`src/rtl/tmr_pkg.sv`:
```
package tmr_pkg;

  localparam int ADDR_W = 4;

  typedef enum logic [3:0] {
    ADDR_CFG    = 4'd0,
    ADDR_MODE_A = 4'd1,
    ADDR_MODE_B = 4'd2,
    ADDR_CTRL   = 4'd3,
    ADDR_LOAD_A = 4'd4,
    ADDR_LOAD_B = 4'd5,
    ADDR_PRE_A  = 4'd6,
    ADDR_PRE_B  = 4'd7,
    ADDR_RIS    = 4'd8,
    ADDR_ICR    = 4'd9,
    ADDR_MASK   = 4'd10,
    ADDR_SNAP_A = 4'd11,
    ADDR_SNAP_B = 4'd12,
    ADDR_FREE_A = 4'd13,
    ADDR_FREE_B = 4'd14,
    ADDR_PRE_RD = 4'd15
  } reg_addr_e;

  localparam logic [2:0] CFG_SPLIT     = 3'd4;
  localparam logic [1:0] KIND_PERIODIC = 2'd2;

  typedef struct packed {
    logic       snap;
    logic       wait_trig;
    logic       up;
    logic [1:0] kind;
  } mode_t;

endpackage

```
`src/rtl/tmr_core.sv`:
```
module tmr_core #(
  parameter int W = 24
) (
  input  logic         clk,
  input  logic         rst,
  input  logic         en,
  input  logic         start,
  input  logic         up,
  input  logic         periodic,
  input  logic         wait_trig,
  input  logic         snap_en,
  input  logic [W-1:0] limit,
  input  logic         trig,
  output logic         tout,
  output logic         done,
  output logic [W-1:0] val,
  output logic [W-1:0] snap
);

  logic         run_q;
  logic [W-1:0] val_q, snap_q;
  logic [W-1:0] reload, target;

  assign reload = up ? '0 : limit;
  assign target = up ? limit : '0;
  assign tout   = en && run_q && !start && (val_q == target);
  assign done   = tout && !periodic;
  assign val    = val_q;
  assign snap   = snap_q;

  always_ff @(posedge clk) begin
    if (rst) begin
      run_q  <= 1'b0;
      val_q  <= '0;
      snap_q <= '0;
    end else if (start) begin
      val_q <= reload;
      run_q <= !wait_trig;
    end else if (!en) begin
      run_q <= 1'b0;
    end else if (!run_q) begin
      if (wait_trig && trig) run_q <= 1'b1;
    end else if (tout) begin
      val_q <= reload;
      if (periodic && snap_en) snap_q <= val_q;
      if (!periodic) run_q <= 1'b0;
    end else begin
      val_q <= up ? val_q + W'(1) : val_q - W'(1);
    end
  end


  down_step_chk: assert property (@(posedge clk) disable iff (rst)
    (en && run_q && !start && !up && !tout) |=> (val_q == $past(val_q) - W'(1)));


  up_step_chk: assert property (@(posedge clk) disable iff (rst)
    (en && run_q && !start && up && !tout) |=> (val_q == $past(val_q) + W'(1)));


  armed_hold_chk: assert property (@(posedge clk) disable iff (rst)
    (en && !run_q && !start) |=> $stable(val_q));


  no_snap_oneshot_chk: assert property (@(posedge clk) disable iff (rst)
    !periodic |=> $stable(snap_q));


  oneshot_stop_chk: assert property (@(posedge clk) disable iff (rst)
    done |=> !run_q);

endmodule

```
`src/rtl/dual_timer.sv`:
```
module dual_timer #(
  parameter  int HALF_W  = 16,
  parameter  int PRE_W   = 8,
  localparam int DATA_W  = 2 * HALF_W,
  localparam int SPLIT_W = HALF_W + PRE_W
) (
  input  logic                       clk,
  input  logic                       rst,
  input  logic                       wr_en,
  input  logic                       rd_en,
  input  logic [tmr_pkg::ADDR_W-1:0] addr,
  input  logic [DATA_W-1:0]          wr_data,
  output logic [DATA_W-1:0]          rd_data,
  input  logic                       trig_i,
  output logic                       trig_a_o,
  output logic                       trig_b_o,
  output logic                       irq_o
);
  import tmr_pkg::*;

  logic [2:0]        cfg_q;
  mode_t             mode_q [2];
  logic [1:0]        ctrl_q, ris_q, mask_q;
  logic [DATA_W-1:0] load_a_q;
  logic [HALF_W-1:0] load_b_q;
  logic [PRE_W-1:0]  pre_q [2];

  logic       split, ctrl_wr, icr_wr;
  logic [1:0] start_raw, tout_h, done_h;

  assign split     = (cfg_q == CFG_SPLIT);
  assign ctrl_wr   = wr_en && (reg_addr_e'(addr) == ADDR_CTRL);
  assign icr_wr    = wr_en && (reg_addr_e'(addr) == ADDR_ICR);
  assign start_raw = {2{ctrl_wr}} & wr_data[1:0] & ~ctrl_q;

  // split halves
  logic [SPLIT_W-1:0] val_s [2];
  logic [SPLIT_W-1:0] snap_s [2];
  logic [SPLIT_W-1:0] lim_s [2];
  logic [1:0]         tout_s, done_s;

  assign lim_s[0] = {pre_q[0], load_a_q[HALF_W-1:0]};
  assign lim_s[1] = {pre_q[1], load_b_q};

  for (genvar h = 0; h < 2; h++) begin : g_half
    tmr_core #(.W(SPLIT_W)) u_core (
      .clk       (clk),
      .rst       (rst),
      .en        (ctrl_q[h] && split),
      .start     (start_raw[h] && split),
      .up        (mode_q[h].up),
      .periodic  (mode_q[h].kind == KIND_PERIODIC),
      .wait_trig (mode_q[h].wait_trig),
      .snap_en   (mode_q[h].snap),
      .limit     (lim_s[h]),
      .trig      (trig_i),
      .tout      (tout_s[h]),
      .done      (done_s[h]),
      .val       (val_s[h]),
      .snap      (snap_s[h])
    );
  end

  // chained counter
  logic              tout_w, done_w;
  logic [DATA_W-1:0] val_w, snap_w;

  tmr_core #(.W(DATA_W)) u_wide (
    .clk       (clk),
    .rst       (rst),
    .en        (ctrl_q[0] && !split),
    .start     (start_raw[0] && !split),
    .up        (mode_q[0].up),
    .periodic  (mode_q[0].kind == KIND_PERIODIC),
    .wait_trig (mode_q[0].wait_trig),
    .snap_en   (mode_q[0].snap),
    .limit     (load_a_q),
    .trig      (trig_i),
    .tout      (tout_w),
    .done      (done_w),
    .val       (val_w),
    .snap      (snap_w)
  );

  assign tout_h = split ? tout_s : {1'b0, tout_w};
  assign done_h = split ? done_s : {1'b0, done_w};

  // read mux
  logic [DATA_W-1:0] rd_n;
  always_comb begin
    rd_n = '0;
    case (reg_addr_e'(addr))
      ADDR_CFG:    rd_n = DATA_W'(cfg_q);
      ADDR_MODE_A: rd_n = DATA_W'(mode_q[0]);
      ADDR_MODE_B: rd_n = DATA_W'(mode_q[1]);
      ADDR_CTRL:   rd_n = DATA_W'(ctrl_q);
      ADDR_LOAD_A: rd_n = load_a_q;
      ADDR_LOAD_B: rd_n = DATA_W'(load_b_q);
      ADDR_PRE_A:  rd_n = DATA_W'(pre_q[0]);
      ADDR_PRE_B:  rd_n = DATA_W'(pre_q[1]);
      ADDR_RIS:    rd_n = DATA_W'(ris_q);
      ADDR_ICR:    rd_n = '0;
      ADDR_MASK:   rd_n = DATA_W'(mask_q);
      ADDR_SNAP_A: rd_n = split ? DATA_W'(snap_s[0][HALF_W-1:0]) : snap_w;
      ADDR_SNAP_B: rd_n = split ? DATA_W'(snap_s[1][HALF_W-1:0]) : '0;
      ADDR_FREE_A: rd_n = split ? DATA_W'(val_s[0][HALF_W-1:0]) : val_w;
      ADDR_FREE_B: rd_n = split ? DATA_W'(val_s[1][HALF_W-1:0]) : '0;
      ADDR_PRE_RD: rd_n = split ? DATA_W'({snap_s[1][SPLIT_W-1:HALF_W],
                                           snap_s[0][SPLIT_W-1:HALF_W],
                                           val_s[1][SPLIT_W-1:HALF_W],
                                           val_s[0][SPLIT_W-1:HALF_W]}) : '0;
      default:     rd_n = '0;
    endcase
  end

  always_ff @(posedge clk) begin
    if (rst) begin
      cfg_q    <= '0;
      mode_q[0] <= '0;
      mode_q[1] <= '0;
      ctrl_q   <= '0;
      ris_q    <= '0;
      mask_q   <= '0;
      load_a_q <= '0;
      load_b_q <= '0;
      pre_q[0] <= '0;
      pre_q[1] <= '0;
      rd_data  <= '0;
      trig_a_o <= 1'b0;
      trig_b_o <= 1'b0;
    end else begin
      trig_a_o <= tout_h[0];
      trig_b_o <= tout_h[1];
      ris_q    <= (ris_q & ~(icr_wr ? wr_data[1:0] : 2'b00)) | tout_h;
      ctrl_q   <= ctrl_wr ? wr_data[1:0] : (ctrl_q & ~done_h);
      if (wr_en) begin
        case (reg_addr_e'(addr))
          ADDR_CFG:    cfg_q     <= wr_data[2:0];
          ADDR_MODE_A: mode_q[0] <= mode_t'(wr_data[4:0]);
          ADDR_MODE_B: mode_q[1] <= mode_t'(wr_data[4:0]);
          ADDR_LOAD_A: load_a_q  <= wr_data;
          ADDR_LOAD_B: load_b_q  <= wr_data[HALF_W-1:0];
          ADDR_PRE_A:  pre_q[0]  <= wr_data[PRE_W-1:0];
          ADDR_PRE_B:  pre_q[1]  <= wr_data[PRE_W-1:0];
          ADDR_MASK:   mask_q    <= wr_data[1:0];
          default: ;
        endcase
      end
      if (rd_en) rd_data <= rd_n;
    end
  end

  assign irq_o = |(ris_q & mask_q);


  trig_sets_status_chk: assert property (@(posedge clk) disable iff (rst)
    trig_a_o |-> ris_q[0]);


  trig_b_status_chk: assert property (@(posedge clk) disable iff (rst)
    trig_b_o |-> ris_q[1]);


  irq_quiet_chk: assert property (@(posedge clk) disable iff (rst)
    (ris_q == 2'b00) |-> !irq_o);


  enable_clear_chk: assert property (@(posedge clk) disable iff (rst)
    (done_h[0] && !ctrl_wr) |=> !ctrl_q[0]);


  chained_b_idle_chk: assert property (@(posedge clk) disable iff (rst)
    !split |-> !tout_h[1]);

endmodule

```
`config.mk`:
```
export PLATFORM = sky130hd
export DESIGN_NAME = dual_timer
export DESIGN_NICKNAME = d
export VERILOG_FILES = /design/src/rtl/tmr_pkg.sv /design/src/rtl/tmr_core.sv /design/src/rtl/dual_timer.sv
export SDC_FILE = /design/constraint.sdc
export NUM_CORES = 1
export LEC_CHECK = 0
export BUFFER_PORTS_ARGS = -buffer_cell sky130_fd_sc_hd__clkbuf_2
export CAP_MARGIN = 10
export CORE_MARGIN = 3
export CORE_UTILIZATION = 45
export DETAILED_ROUTE_END_ITERATION = 7
export PLACE_DENSITY = 0.61
export SYNTH_ARGS = -nofsm -noshare
export SYNTH_HDL_FRONTEND = slang
export SYNTH_SLANG_ARGS = --single-unit
```
`constraint.sdc`:
```
create_clock -name clk -period 6.7 [get_ports clk]
set_clock_uncertainty 0.05 [all_clocks]
set_input_delay 0.335 -clock clk [delete_from_list [all_inputs] [get_ports clk]]
set_output_delay 0.335 -clock clk [all_outputs]
set_load 0.005 [all_outputs]
```
# Word-level counts from Yosys, hierarchy flattened
# Memories as Yosys holds them, arrays and structs flattened.
# Index checks and enable logic that the tools add are counted.
dict set report word_totals {
  in_bits 41
  output_inout_bits 35
  mem_count 2
  ram_bits 26
  wordCells 182
  ff_bits 254
}
dict set report op_classes {
  n_mux 69
  bitwise 16
  addsub 6
  reduce_logical 50
  eq_ne 21
}
# memory depth word_bits rd rd_clocked_by_memory_dff write_ports line_no
set memory_table {}
lappend memory_table {pre_q 2 8 2 0 2 dual_timer.sv:26} ;# logic [PRE_W-1:0] pre_q [2];
lappend memory_table {mode_q 2 5 2 0 2 dual_timer.sv:22} ;# mode_t mode_q [2];
# operator count
set ops {}
lappend ops {{32-bit case mux with 16 select lines} 1}
lappend ops {{24-bit two-way mux} 14}
lappend ops {{32-bit two-way mux} 10}
lappend ops {{24-bit by 1-bit adder with 24-bit output, second input constant} 2}
lappend ops {{24-bit == test} 2}
lappend ops {{24-bit by 1-bit subtractor with 24-bit output, second input constant} 2}
lappend ops {{1-bit two-way mux} 34}
lappend ops {{32-bit by 1-bit adder with 32-bit output, second input constant} 1}
lappend ops {{32-bit == test} 1}
lappend ops {{4-bit == test, second input constant} 8}
lappend ops {{16-bit two-way mux} 2}
lappend ops {{32-bit by 1-bit subtractor with 32-bit output, second input constant} 1}
lappend ops {{1-bit logical AND} 24}
lappend ops {{4-bit by 3-bit == test with 1-bit output, second input constant} 4}
lappend ops {{8-bit two-way mux} 2}
lappend ops {{5-bit AND reduction} 3}
lappend ops {{2-bit AND reduction} 7}
lappend ops {{2-bit nonzero test} 6}
lappend ops {{2-bit AND} 5}
lappend ops {{5-bit two-way mux} 2}
lappend ops {{4-bit by 2-bit == test with 1-bit output, second input constant} 2}
lappend ops {{1-bit zero test} 8}
lappend ops {{2-bit two-way mux} 4}
lappend ops {{2-bit NOT} 3}
lappend ops {{8 further kinds} 14}

# Longest topological paths before layout
dict set report depth {
  ltp_word 13
  mapped_depth 15
  depth_no_buf 11
}

# Hierarchy
# A second synthesis with hierarchy kept.
dict set report unflattened {
  cells_unflattened 2301
  hier_area_um2 18664.2
}
# mod cells_per_inst n_inst area_per_inst_um2 seq_area_each_um2
set by_module_without_submodules {}
lappend by_module_without_submodules {{tmr_core (g_half[0].u_core ...)} 456 2 3654.8 980.9}
lappend by_module_without_submodules {dual_timer 725 1 6192.2 2602.5}
lappend by_module_without_submodules {{tmr_core (u_wide)} 664 1 5162.5 1301.2}

# Worst setup path after synthesis
# Ideal clock, no wire load.
dict set report synth_timing {
  path_type {flip-flop to flip-flop}
  from {memory mode_q[0][2] (netlist name)}
  to {register u_wide.val_q[31] (netlist: u_wide.val[31])}
  stages_incl_launch_ff 15
  arrival_time_ns 4.836
  path_slack_ns 1.735
  period_less_slack_ns 4.965
  required_ns 6.571
  setup_time_ns 0.079
  n_path_buf 3
  path_cell_list {edfxtp_1 -> buf_4 -> buf_2 -> inv_1 -> clkbuf_1 -> ha_1 -> a211oi_1 -> o21a_1 -> nor2_1 -> o41ai_2 -> o31ai_1 -> a22oi_1 -> a21oi_1 -> or4b_1 -> o211ai_1}
}
# element line_no
set synth_rtl {}
lappend synth_rtl {{start, declared} dual_timer.sv:22}
lappend synth_rtl {{end signal, assigned} tmr_core.sv:37} ;# val_q <= reload;
lappend synth_rtl {{end signal, assigned} tmr_core.sv:44} ;# val_q <= reload;
lappend synth_rtl {{end signal, assigned} tmr_core.sv:48} ;# val_q <= up ? val_q + W'(1) : val_q - W'(1);
lappend synth_rtl {{end, declared} tmr_core.sv:21} ;# logic [W-1:0] val_q, snap_q;

==> results_dict.tcl <==
set metrics [dict create \
    die_h_um 205 \
    grt_pass1_vias 16900 \
    synth_area_sq_um 17800 \
    cts.clk_slew.worst_paths_ns 0.06 \
    place.port_buffers 75 \
    gr-total-overflow 0 \
    ys_top_cells_by_area "dfxtp_1 29%, nand2_1 7.1%, a21oi_1 6.3%, ha_1 5.2%, nor2_1 4.5%" \
    max_slew_margin_pct 20.4 \
    ff_latch_area_sq_um 5870 \
    whs_ns 0.0501 \
    firstDrtPassIters 7 \
    synth_nets 2381 \
    yosys_warnings 0 \
    clockRootBuffer "clkbuf_16" \
    coreArea_sq_um 38800 \
    synthCells 2263 \
    crit_type "flip-flop to flip-flop" \
    yosys.area.top_type "dfxtp_1" \
    multi_input_area_sq_um 11100 \
    cts_made_buffers 34 \
    antenna_found_initial 0 \
    regToRegStartpoint "mode_q[0][2]" \
    grt_max_degree 76 \
    rsz0062_at_grt "no" \
    synth-seq-cells 280 \
    ctsHtreeMaxLevel 2 \
    p_per_area_nw_per_um2 202 \
    fmax_ghz 0.232 \
    ir_drop_uv 184 \
    synth_edf_count 26 \
    syn_area_per_cell_sq_um 7.85 \
    floorplan.initialDensity_pct 45.8 \
    die_area_sq_um 41900 \
    hold_viol 0 \
    finalCritPeriodShare_pct 64.3 \
    vias 18100 \
    r2r.worst_path.cells 12 \
    cap_violations 0 \
    worstPathRequired_ns 7.06 \
    synth_commonest_cells "336 x nand2_1, 254 x dfxtp_1, 222 x a21oi_1, 211 x nor2_1, 112 x clkbuf_1" \
    cts_max_path_buffers 3 \
    cts_tree "done" \
    post-dp-hpwl_um 46900 \
    worstPathArrival_ns 4.67 \
    end_kind "flip-flop" \
    io_pins 76 \
    fin_setup_tns_ns 0 \
    ys_async_sr_fraction_pct 0 \
    yosysMostFrequentCell "nand2_1" \
    routed_wl_um 65600 \
    synthDistinctLibCells 90 \
    ys.flop_type "dfxtp_1" \
    holdCritStartpoint "wr_data[4]" \
    drtIter0Drc 2115 \
    hold-path-endpoint "load_a_q[4]" \
    fill_cells 3773 \
    drcViolationCount 0 \
    routed_via_density 6.41 \
    final_antenna_net_count 0 \
    nets 2394 \
    die_x_um 205 \
    slew_violations 0 \
    clock_latency_ns 0.55 \
    yosysSeqAreaShare_pct 33.0 \
    drive_gt1_share_pct 8.70 \
    wl_per_cell_um 23.3 \
    grt_first_pass_wirelength_um 100000 \
    leakage_uw 0.00758 \
    global_route.usage.total_pct 30.6 \
    crit_fanout 40 \
    timing.final.crit_period_ns 4.31 \
    clock_sinks 280 \
    place_congestion 0.929 \
    min_path_cells 3 \
    synth_top_cell_area_share_pct 28.6 \
    r2r-end "u_wide.val[29]" \
    startpoint_type "flip-flop" \
    reg2reg_slack_ns 2.39 \
    hold_path_class "input port to flip-flop" \
    num_rows 72 \
    tightestPinTransition_ns 1.19 \
    outcome "finished clean" \
    syn2layout_area_growth_pct 11.4 \
    report.final.setup_viol 0 \
    cts_setup_buffers 0 \
]
[final cells by class]
class / count / share of cell area [%]
inverters: 57 / 1.08
clock inverters: 16 / 0.917
diodes: 1 / 0.0126
repair buffers: 128 / 4.28
flip-flops and latches: 280 / 29.6
clock buffers: 44 / 4.71
well taps: 518 / 3.28
multi-input cells: 1775 / 56.1
[power by group]
group / switching (uW) / total [uW] / internal (uW) / leakage [uW]
clock network: 762 / 1870 / 1110 / 0.000554
registers: 43.3 / 1760 / 1710 / 0.00230
logic: 238 / 371 / 133 / 0.00473
total: 1040 / 4000 / 2950 / 0.00758
[metrics by stage]
| stage | cells | total power (uW) | setup WS, ns | area [sq um] | utilization (%) |
|---|---|---|---|---|---|
| floorplan | 2263 | 2020 | 1.74 | 17800 | - |
| CTS | 2817 | 4010 | 2.42 | 19800 | 50.9 |
| global placement | 2729 | 2140 | 2.56 | 18400 | 47.4 |
| finish | 2819 | 4000 | 2.39 | 19800 | 51.0 |
| global route | 2818 | 4130 | 2.07 | 19800 | 51.0 |
| detailed placement | 2729 | 2140 | 2.46 | 18400 | 47.4 |
[cells in the final DEF (no fill, tap or decap), drive strengths merged, types with 30 or more instances in the layout]
master | synthesis | routed
a22oi | 96 | 96
nand2 | 337 | 337
clkbuf | 113 | 118
mux2i | 45 | 45
inv | 57 | 59
dfxtp | 254 | 254
a211oi | 49 | 49
nand3 | 34 | 34
xnor2 | 43 | 43
nor3 | 49 | 49
xor2 | 30 | 30
nor2 | 212 | 212
ha | 74 | 74
a21o | 47 | 47
o21ai | 100 | 100
nor2b | 41 | 41
a21oi | 224 | 224
[state kept, by name (all words and copies together) (netlist names)]
signal               cells
u_wide.val              32
mask_q                   2
ctrl_q                   2
pre_q                   16
g_half.u_core.snap      48
cfg_q                    3
ris_q                    2
rd_data                 32
g_half.u_core.val       48
load_b_q                16
load_a_q                32
g_half.u_core.run_q      2
mode_q                  10
trig_a_o                 1
u_wide.snap             32
u_wide.run_q             1
trig_b_o                 1
[routing by layer]
metal	track usage (%)	vias up	routed length (um)	part of all wire, %
li1	-	8355	-	-
met1	41.4	8667	27200	42
met2	48.7	886	29400	45
met3	5.88	152	6410	9.8
met4	11.3	0	2500	3.8
met5	0	-	0	0
[cell families after synthesis]
group	share of synthesized area, %
fa+ha+maj	5.55
flops	33.0
simple gates	20.4
mux	3.55
buf+inv	4.78
xor+xnor	3.60
compound gates	29.1
[critical path, cell delays in order, from the launching register on]
cell and delay [ns]:
edfxtp_1 0.41, inv_2 0.70, buf_4 0.48, ha_1 0.36, a21o_1 0.20, a21o_1 0.17, a21oi_1 0.23, nor4_1 0.08
a211o_1 0.34, a311oi_1 0.46, a21oi_1 0.15, xnor2_1 0.16, a2111oi_0 0.37
[worst max-delay path by stage]
stage | start | end | slack, ns | depth (start not counted)
detailed placement | mode_q[0][2] | u_wide.val[31] | 2.46 | 10
floorplan | mode_q[0][2] | u_wide.val[31] | 1.74 | 14
CTS | mode_q[0][2] | u_wide.val[29] | 2.42 | 12
global placement | mode_q[0][2] | u_wide.val[29] | 2.56 | 12
finish | mode_q[0][2] | u_wide.val[29] | 2.39 | 12
global route | mode_q[0][2] | u_wide.val[31] | 2.07 | 10
[timing repair]
item	4_1_cts	5_1_grt
hold endpoints to repair	37	0
hold buffers	28	0
endpoints found under the setup margin	0	0
resized for setup	0	0
(Power assumes the default switching activity.)
